File: src/rtl/colmat_pkg.sv
package colmat_pkg;
  localparam int PIX_W  = 8;
  localparam int MAG_W  = 9;
  localparam int CF_W   = MAG_W + 1;
  localparam int OFS_W  = 8;
  localparam int NCOMP  = 3;
  localparam int SUM_W  = PIX_W + MAG_W + 3;

  localparam logic [7:0] A_CTRL  = 8'h80;
  localparam logic [7:0] A_SRC_B = 8'h84;
  localparam logic [7:0] A_SRC_G = 8'h88;
  localparam logic [7:0] A_SRC_R = 8'h8C;

  localparam int LIM_LO   = 16;
  localparam int LIM_HI_R = 235;
  localparam int LIM_HI_O = 240;

  // component index: 0 = R, 1 = G, 2 = B
  typedef struct packed {
    logic                                   clamp_en;
    logic [1:0]                             sel;
    logic [NCOMP-1:0][OFS_W-1:0]            ofs;
    logic [NCOMP-1:0][NCOMP-1:0][CF_W-1:0]  k;   // k[src][dst]
  } cfg_t;

  function automatic logic [7:0] src_addr(input int s);
    if (s == 0)      return A_SRC_R;
    else if (s == 1) return A_SRC_G;
    else             return A_SRC_B;
  endfunction
endpackage

File: src/rtl/colmat_regs.sv
module colmat_regs import colmat_pkg::*; #(
  parameter int ADDR_W = 8,
  parameter int DATA_W = 32
) (
  input  logic              clk,
  input  logic              rst_n,
  input  logic              wr_en,
  input  logic [ADDR_W-1:0] wr_addr,
  input  logic [DATA_W-1:0] wr_data,
  input  logic              frame_start,
  output cfg_t              active
);
  cfg_t shadow;
  logic unused_bits;
  assign unused_bits = ^wr_data;

  always_ff @(posedge clk) begin
    if (!rst_n) begin
      shadow <= '0;
      active <= '0;
    end else begin
      if (wr_en) begin
        if (wr_addr == ADDR_W'(A_CTRL)) begin
          shadow.clamp_en <= wr_data[31];
          shadow.sel      <= wr_data[25:24];
          for (int c = 0; c < NCOMP; c++)
            shadow.ofs[c] <= wr_data[(NCOMP-1-c)*OFS_W +: OFS_W];
        end
        for (int s = 0; s < NCOMP; s++) begin
          if (wr_addr == ADDR_W'(src_addr(s))) begin
            for (int d = 0; d < NCOMP; d++)
              shadow.k[s][d] <= wr_data[(NCOMP-1-d)*CF_W +: CF_W];
          end
        end
      end
      // the copy sees the shadow value from before a same-cycle write
      if (frame_start) active <= shadow;
    end
  end
endmodule

File: src/rtl/colmat_dot.sv
module colmat_dot #(
  parameter int PIX_W = 8,
  parameter int MAG_W = 9,
  parameter int NCOMP = 3,
  parameter int SUM_W = PIX_W + MAG_W + 3
) (
  input  logic [NCOMP-1:0][PIX_W-1:0]  pix,   // indexed by source
  input  logic [NCOMP-1:0][MAG_W:0]    coef,  // indexed by source
  output logic signed [SUM_W-1:0]      sum
);
  localparam int PW = PIX_W + MAG_W;
  logic signed [SUM_W-1:0] term [NCOMP];

  for (genvar s = 0; s < NCOMP; s++) begin : g_term
    logic [PW-1:0]           mag_p;
    logic signed [SUM_W-1:0] mag_s;
    assign mag_p   = PW'(pix[s]) * PW'(coef[s][MAG_W-1:0]);
    assign mag_s   = $signed(SUM_W'(mag_p));
    assign term[s] = coef[s][MAG_W] ? -mag_s : mag_s;
  end

  always_comb begin
    sum = '0;
    for (int s = 0; s < NCOMP; s++) sum = sum + term[s];
  end
endmodule

File: src/rtl/colmat_fin.sv
module colmat_fin #(
  parameter int PIX_W = 8,
  parameter int MAG_W = 9,
  parameter int OFS_W = 8,
  parameter int SUM_W = PIX_W + MAG_W + 3
) (
  input  logic signed [SUM_W-1:0] sum,
  input  logic [OFS_W-1:0]        ofs,
  input  logic                    clamp_en,
  input  logic [PIX_W-1:0]        lo,
  input  logic [PIX_W-1:0]        hi,
  output logic [PIX_W-1:0]        res
);
  localparam int V_W = SUM_W - MAG_W + 2;
  localparam logic signed [SUM_W-1:0] HALF = SUM_W'(1 << (MAG_W - 1));
  localparam logic signed [V_W-1:0]   VMAX = V_W'((1 << PIX_W) - 1);

  logic signed [V_W-1:0] v;
  logic [PIX_W-1:0]      sat;

  assign v = V_W'((sum + HALF) >>> MAG_W) + V_W'($signed(ofs));

  always_comb begin
    if (v < 0)          sat = '0;
    else if (v > VMAX)  sat = '1;
    else                sat = v[PIX_W-1:0];
    res = sat;
    if (clamp_en) begin
      if (sat < lo)      res = lo;
      else if (sat > hi) res = hi;
    end
  end
endmodule

File: src/rtl/colmat_top.sv
module colmat_top import colmat_pkg::*; #(
  parameter int ADDR_W = 8,
  parameter int DATA_W = 32,
  parameter int CH_W   = 2
) (
  input  logic                     clk,
  input  logic                     rst_n,
  input  logic                     cfg_we,
  input  logic [ADDR_W-1:0]        cfg_addr,
  input  logic [DATA_W-1:0]        cfg_wdata,
  input  logic                     frame_start,
  input  logic                     in_valid,
  output logic                     in_ready,
  input  logic [CH_W-1:0]          in_chan,
  input  logic [NCOMP*PIX_W-1:0]   in_rgb,
  output logic                     out_valid,
  input  logic                     out_ready,
  output logic [CH_W-1:0]          out_chan,
  output logic [NCOMP*PIX_W-1:0]   out_rgb
);
  cfg_t act_cfg;
  logic advance;
  logic hit;

  logic [NCOMP-1:0][PIX_W-1:0] pix_arr;   // [NCOMP-1] is R
  logic [NCOMP-1:0][PIX_W-1:0] pix_src;   // [0] is R
  logic signed [SUM_W-1:0]     dot_sum [NCOMP];

  logic                        s1_valid;
  logic [CH_W-1:0]             s1_chan;
  logic [NCOMP*PIX_W-1:0]      s1_rgb;
  logic                        s1_hit;
  logic                        s1_clamp;
  logic [NCOMP-1:0][OFS_W-1:0] s1_ofs;
  logic signed [SUM_W-1:0]     s1_sum [NCOMP];

  logic [NCOMP-1:0][PIX_W-1:0] mat_arr;   // [NCOMP-1] is R

  colmat_regs #(.ADDR_W(ADDR_W), .DATA_W(DATA_W)) u_regs (
    .clk(clk), .rst_n(rst_n), .wr_en(cfg_we), .wr_addr(cfg_addr),
    .wr_data(cfg_wdata), .frame_start(frame_start), .active(act_cfg)
  );

  assign advance  = !out_valid || out_ready;
  assign in_ready = advance;
  assign pix_arr  = in_rgb;
  assign hit      = (act_cfg.sel != 2'd0) &&
                    (in_chan == (CH_W'(act_cfg.sel) - CH_W'(1)));

  for (genvar d = 0; d < NCOMP; d++) begin : g_comp
    logic [NCOMP-1:0][CF_W-1:0] kcol;
    logic [PIX_W-1:0]           px;
    assign pix_src[d] = pix_arr[NCOMP-1-d];
    for (genvar s = 0; s < NCOMP; s++) begin : g_src
      assign kcol[s] = act_cfg.k[s][d];
    end

    colmat_dot #(.PIX_W(PIX_W), .MAG_W(MAG_W), .NCOMP(NCOMP), .SUM_W(SUM_W)) u_dot (
      .pix(pix_src), .coef(kcol), .sum(dot_sum[d])
    );

    colmat_fin #(.PIX_W(PIX_W), .MAG_W(MAG_W), .OFS_W(OFS_W), .SUM_W(SUM_W)) u_fin (
      .sum(s1_sum[d]), .ofs(s1_ofs[d]), .clamp_en(s1_clamp),
      .lo(PIX_W'(LIM_LO)), .hi((d == 0) ? PIX_W'(LIM_HI_R) : PIX_W'(LIM_HI_O)),
      .res(px)
    );
    assign mat_arr[NCOMP-1-d] = px;
  end

  // stage 1: products summed, configuration snapshot taken with the pixel
  always_ff @(posedge clk) begin
    if (!rst_n) begin
      s1_valid <= 1'b0;
      s1_chan  <= '0;
      s1_rgb   <= '0;
      s1_hit   <= 1'b0;
      s1_clamp <= 1'b0;
      s1_ofs   <= '0;
      for (int d = 0; d < NCOMP; d++) s1_sum[d] <= '0;
    end else if (advance) begin
      s1_valid <= in_valid;
      s1_chan  <= in_chan;
      s1_rgb   <= in_rgb;
      s1_hit   <= hit;
      s1_clamp <= act_cfg.clamp_en;
      s1_ofs   <= act_cfg.ofs;
      for (int d = 0; d < NCOMP; d++) s1_sum[d] <= dot_sum[d];
    end
  end

  // stage 2: round, offset, limit, pick bypass or transformed
  always_ff @(posedge clk) begin
    if (!rst_n) begin
      out_valid <= 1'b0;
      out_chan  <= '0;
      out_rgb   <= '0;
    end else if (advance) begin
      out_valid <= s1_valid;
      out_chan  <= s1_chan;
      out_rgb   <= s1_hit ? mat_arr : s1_rgb;
    end
  end
endmodule

File: config.mk
export PLATFORM = sky130hd
export DESIGN_NAME = colmat_top
export DESIGN_NICKNAME = d
export VERILOG_FILES = /design/src/rtl/colmat_pkg.sv /design/src/rtl/colmat_regs.sv /design/src/rtl/colmat_dot.sv /design/src/rtl/colmat_fin.sv /design/src/rtl/colmat_top.sv
export SDC_FILE = /design/constraint.sdc
export NUM_CORES = 2
export LEC_CHECK = 0
export BUFFER_PORTS_ARGS = -buffer_cell sky130_fd_sc_hd__buf_4
export CAP_MARGIN = 20
export CORE_UTILIZATION = 45
export CTS_BUF_LIST = sky130_fd_sc_hd__clkbuf_8 sky130_fd_sc_hd__clkbuf_16
export DETAILED_ROUTE_END_ITERATION = 6
export PLACE_DENSITY_LB_ADDON = 0.15
export SYNTH_ARGS = -nofsm -noshare
export SYNTH_HDL_FRONTEND = slang
export SYNTH_HIERARCHICAL = 1
export SYNTH_SLANG_ARGS = --single-unit
File: constraint.sdc
create_clock -name clk -period 22.5 [get_ports clk]
set_clock_uncertainty 0.05 [all_clocks]
set_input_delay 3.375 -clock clk [delete_from_list [all_inputs] [get_ports clk]]
set_output_delay 3.375 -clock clk [all_outputs]
set_load 0.01 [all_outputs]
==> impl_metrics.prom <==
# TYPE chip_impl_metric gauge
chip_impl_metric{name="tritoncts_num_sinks",unit=""} 350
chip_impl_metric{name="cp_max_fo",unit=""} 29
chip_impl_metric{name="io_buf_count",unit=""} 98
chip_impl_metric{name="floorplan.initialDensity",unit="%"} 45.42
chip_impl_metric{name="timing_max_transition_violations_final",unit=""} 0
chip_impl_metric{name="holdBufCountCts",unit=""} 0
chip_impl_info{name="rsz0062_at_grt",value="false"} 1
chip_impl_metric{name="final.setup.tns",unit="ns"} 0
chip_impl_metric{name="clock_latency_at_the_later_pin_of_the_worst_skew_pair",unit="ns"} 0.60
chip_impl_metric{name="layout.filler_cells",unit=""} 9896
chip_impl_metric{name="wl_met1",unit="mm"} 55.72
chip_impl_metric{name="cts_made_buffers",unit=""} 43
chip_impl_metric{name="die_h",unit="µm"} 322.5
chip_impl_metric{name="whs",unit="ns"} 0.3958
chip_impl_metric{name="finalWirelength",unit="mm"} 116.4
chip_impl_metric{name="first_global_vias",unit=""} 34730
chip_impl_info{name="endpoint_kind",value="flop"} 1
chip_impl_metric{name="routed-wl-met2",unit="mm"} 53.99
chip_impl_metric{name="max-cap-violations",unit=""} 0
chip_impl_metric{name="globalRouteTotalUtil",unit="%"} 22.55
chip_impl_info{name="timing_worst_setup_path_type",value="input port to flop"} 1
chip_impl_metric{name="htree_levels",unit=""} 2
chip_impl_metric{name="core_region_area",unit="µm²"} 101700
chip_impl_info{name="hold_path.class",value="flop to flop"} 1
chip_impl_metric{name="grt_pass1_wl",unit="mm"} 187.0
chip_impl_info{name="outcome",value="complete, but fails checks"} 1
chip_impl_metric{name="multi_input_comb_area",unit="µm²"} 35490
chip_impl_metric{name="routed-wl-met3",unit="mm"} 4.494
chip_impl_metric{name="dr.pass1.iters",unit=""} 7
chip_impl_metric{name="power_dens_cells",unit="nW/µm²"} 30.59
chip_impl_metric{name="grt_start_max_net_pins",unit=""} 180
chip_impl_metric{name="post_cts_resized",unit=""} 0
chip_impl_metric{name="fin_hold_viols",unit=""} 0
chip_impl_metric{name="synthesis.yosys.warnings",unit=""} 6
chip_impl_metric{name="drt-wirelength-per-cell",unit="µm"} 17.27
chip_impl_metric{name="power.leakage",unit="nW"} 25.84
chip_impl_metric{name="overflow_left_after_global_routing",unit=""} 0
chip_impl_metric{name="seq_area",unit="µm²"} 7367
chip_impl_metric{name="post_route_cells_drive_above_1_share",unit="%"} 5.809
chip_impl_metric{name="drt_iter0_markers",unit=""} 1793
chip_impl_metric{name="cts-root-to-sink-buffers",unit=""} 3
chip_impl_metric{name="worstPathRequired",unit="ns"} 22.79
chip_impl_metric{name="finalCritPeriodShare",unit="%"} 49.36
chip_impl_metric{name="post_synth_inst_count",unit=""} 5241
chip_impl_info{name="cp-start-kind",value="input port"} 1
chip_impl_metric{name="finalSetupViolations",unit=""} 0
chip_impl_metric{name="vias",unit=""} 35300
chip_impl_metric{name="floorplan.io_pins",unit=""} 100
chip_impl_metric{name="crit_arrival",unit="ns"} 11.40
chip_impl_metric{name="syn-cell-area",unit="µm²"} 46210
chip_impl_metric{name="synthesis.area_per_instance",unit="µm²"} 8.817
chip_impl_metric{name="dp.final_hpwl",unit="mm"} 89.19
chip_impl_info{name="cts_tree",value="built"} 1
chip_impl_metric{name="die-width",unit="µm"} 322.5
chip_impl_metric{name="design.final.nets",unit=""} 6336
chip_impl_metric{name="routed_via_density",unit=""} 5.234
chip_impl_metric{name="remaining_drc_errors",unit=""} 4
chip_impl_metric{name="worst_slew_pin_slew",unit="ns"} 0.9660
chip_impl_metric{name="finalWorstPathRequiredPeriod",unit="ns"} 11.11
chip_impl_metric{name="fp.dieArea",unit="µm²"} 104000
chip_impl_metric{name="vdd_ir_drop_max",unit="V"} 0.00005546
chip_impl_metric{name="achievable-frequency",unit="MHz"} 90.04
chip_impl_metric{name="fp-row-count",unit=""} 117
chip_impl_info{name="uppermost_layer_routed",value="met4"} 1
chip_impl_metric{name="worst_setup_hold_path_clk_slew",unit="ns"} 0.06
chip_impl_metric{name="gp_congestion",unit=""} 0.8584
chip_impl_metric{name="antenna_violating_nets_post_route",unit=""} 0
chip_impl_info{name="violated_checks",value="DRC"} 1
chip_impl_metric{name="flow.area_growth_from_synthesis",unit="%"} 7.695
chip_impl_metric{name="cts.repair_timing.setup_buffer_count",unit=""} 0
chip_impl_info{name="clockRootBuffer",value="sky130_fd_sc_hd__clkbuf_16"} 1
chip_impl_metric{name="antenna_found_initial",unit=""} 8
chip_impl_metric{name="slew_headroom",unit="%"} 35.60
==> critical path, cell delays in order <==
cell and delay (ns):
sky130_fd_sc_hd__buf_4 0.34, sky130_fd_sc_hd__nand2_1 0.14, sky130_fd_sc_hd__fa_1 0.53, sky130_fd_sc_hd__fa_1 0.54
sky130_fd_sc_hd__inv_1 0.05, sky130_fd_sc_hd__fa_1 0.54, sky130_fd_sc_hd__inv_1 0.06, sky130_fd_sc_hd__fa_1 0.52
sky130_fd_sc_hd__inv_1 0.04, sky130_fd_sc_hd__ha_1 0.37, sky130_fd_sc_hd__a2111oi_4 0.41, sky130_fd_sc_hd__o21a_1 0.23
sky130_fd_sc_hd__o211ai_1 0.17, sky130_fd_sc_hd__nor4_2 0.43, sky130_fd_sc_hd__nand2_1 0.13, sky130_fd_sc_hd__or4b_2 0.66
sky130_fd_sc_hd__o21ai_0 0.22, sky130_fd_sc_hd__xor2_1 0.13, sky130_fd_sc_hd__fa_1 0.55, sky130_fd_sc_hd__inv_1 0.04
sky130_fd_sc_hd__ha_1 0.34, sky130_fd_sc_hd__and3_1 0.16, sky130_fd_sc_hd__a21oi_1 0.19, sky130_fd_sc_hd__o21ai_0 0.18
sky130_fd_sc_hd__o41ai_1 0.36, sky130_fd_sc_hd__xor3_1 0.44, sky130_fd_sc_hd__and3_1 0.19
==> registers in the layout, indices dropped and copies added (netlist names) <==
register	cells
out_chan	2
out_rgb	24
out_valid	1
s1_chan	2
s1_clamp	1
s1_hit	1
s1_ofs	24
s1_rgb	24
s1_sum	36
s1_valid	1
u_regs/active	117
u_regs/shadow	117
==> layer usage <==
layer / up-vias / global-route usage, %
met2: 523 / 37.82
met1: 17200 / 31.27
met4: 0 / 4.593
met3: 87 / 2.411
li1: 17490 / -
met5: - / 0
==> metrics by stage <==
stage / cell area, µm² / power (mW) / cells / util [%] / worst slack (ns)
after floorplan: 46470 / 0.7318 / 5309 / - / 11.87
after global placement: 48280 / 0.7997 / 6662 / 47.45 / 10.89
after detailed placement: 48280 / 0.8004 / 6662 / 47.45 / 10.82
after CTS: 49760 / 1.543 / 6739 / 48.90 / 11.44
after global routing: 49760 / 1.578 / 6739 / 48.90 / 10.86
final: 49770 / 1.522 / 6743 / 48.91 / 11.39
==> where the power goes <==
part | total [mW] | switching [mW] | internal, mW
combinational | 0.145 | 0.0987 | 0.0467
sequential | 0.642 | 0.00504 | 0.637
clock | 0.735 | 0.291 | 0.444
total | 1.52 | 0.395 | 1.13
==> layout make-up <==
| class | instances | area share [%] |
|---|---|---|
| antenna | 4 | 0.02011 |
| sequential | 350 | 14.80 |
| clock buffer | 49 | 2.373 |
| multi-input combinational | 4077 | 71.32 |
| inverter | 757 | 5.745 |
| clock inverter | 28 | 0.5959 |
| timing repair buffer | 110 | 1.707 |
| tap | 1368 | 3.439 |
==> placed cells by master (no fill, tap or decap), drive strengths merged, types with 70 or more instances in the layout <==
master / instances
ha: 484
o21ai: 155
nand2: 628
dfxtp: 314
a21oi: 148
nor2: 135
inv: 767
and2: 478
conb: 70
xnor2: 183
xor2: 122
nor2b: 139
buf: 110
mux2i: 265
fa: 441
==> path summary, 6_finish.rpt <==
kind                                  start                           to  slack (ns)  depth (start not counted)
max                               in_rgb[7]  s1_sum[0][39]$_SDFFCE_PN0P_       11.39                         27
min                 s1_rgb[13]$_SDFFE_PN0P_      s1_rgb[13]$_SDFFE_PN0P_        0.40                          2
max reg2reg  u_regs/active[70]$_SDFFE_PN0P_  s1_sum[0][39]$_SDFFCE_PN0P_       14.03                         26
min reg2reg         s1_rgb[13]$_SDFFE_PN0P_      s1_rgb[13]$_SDFFE_PN0P_        0.40                          2
(Power assumes the default switching activity.)
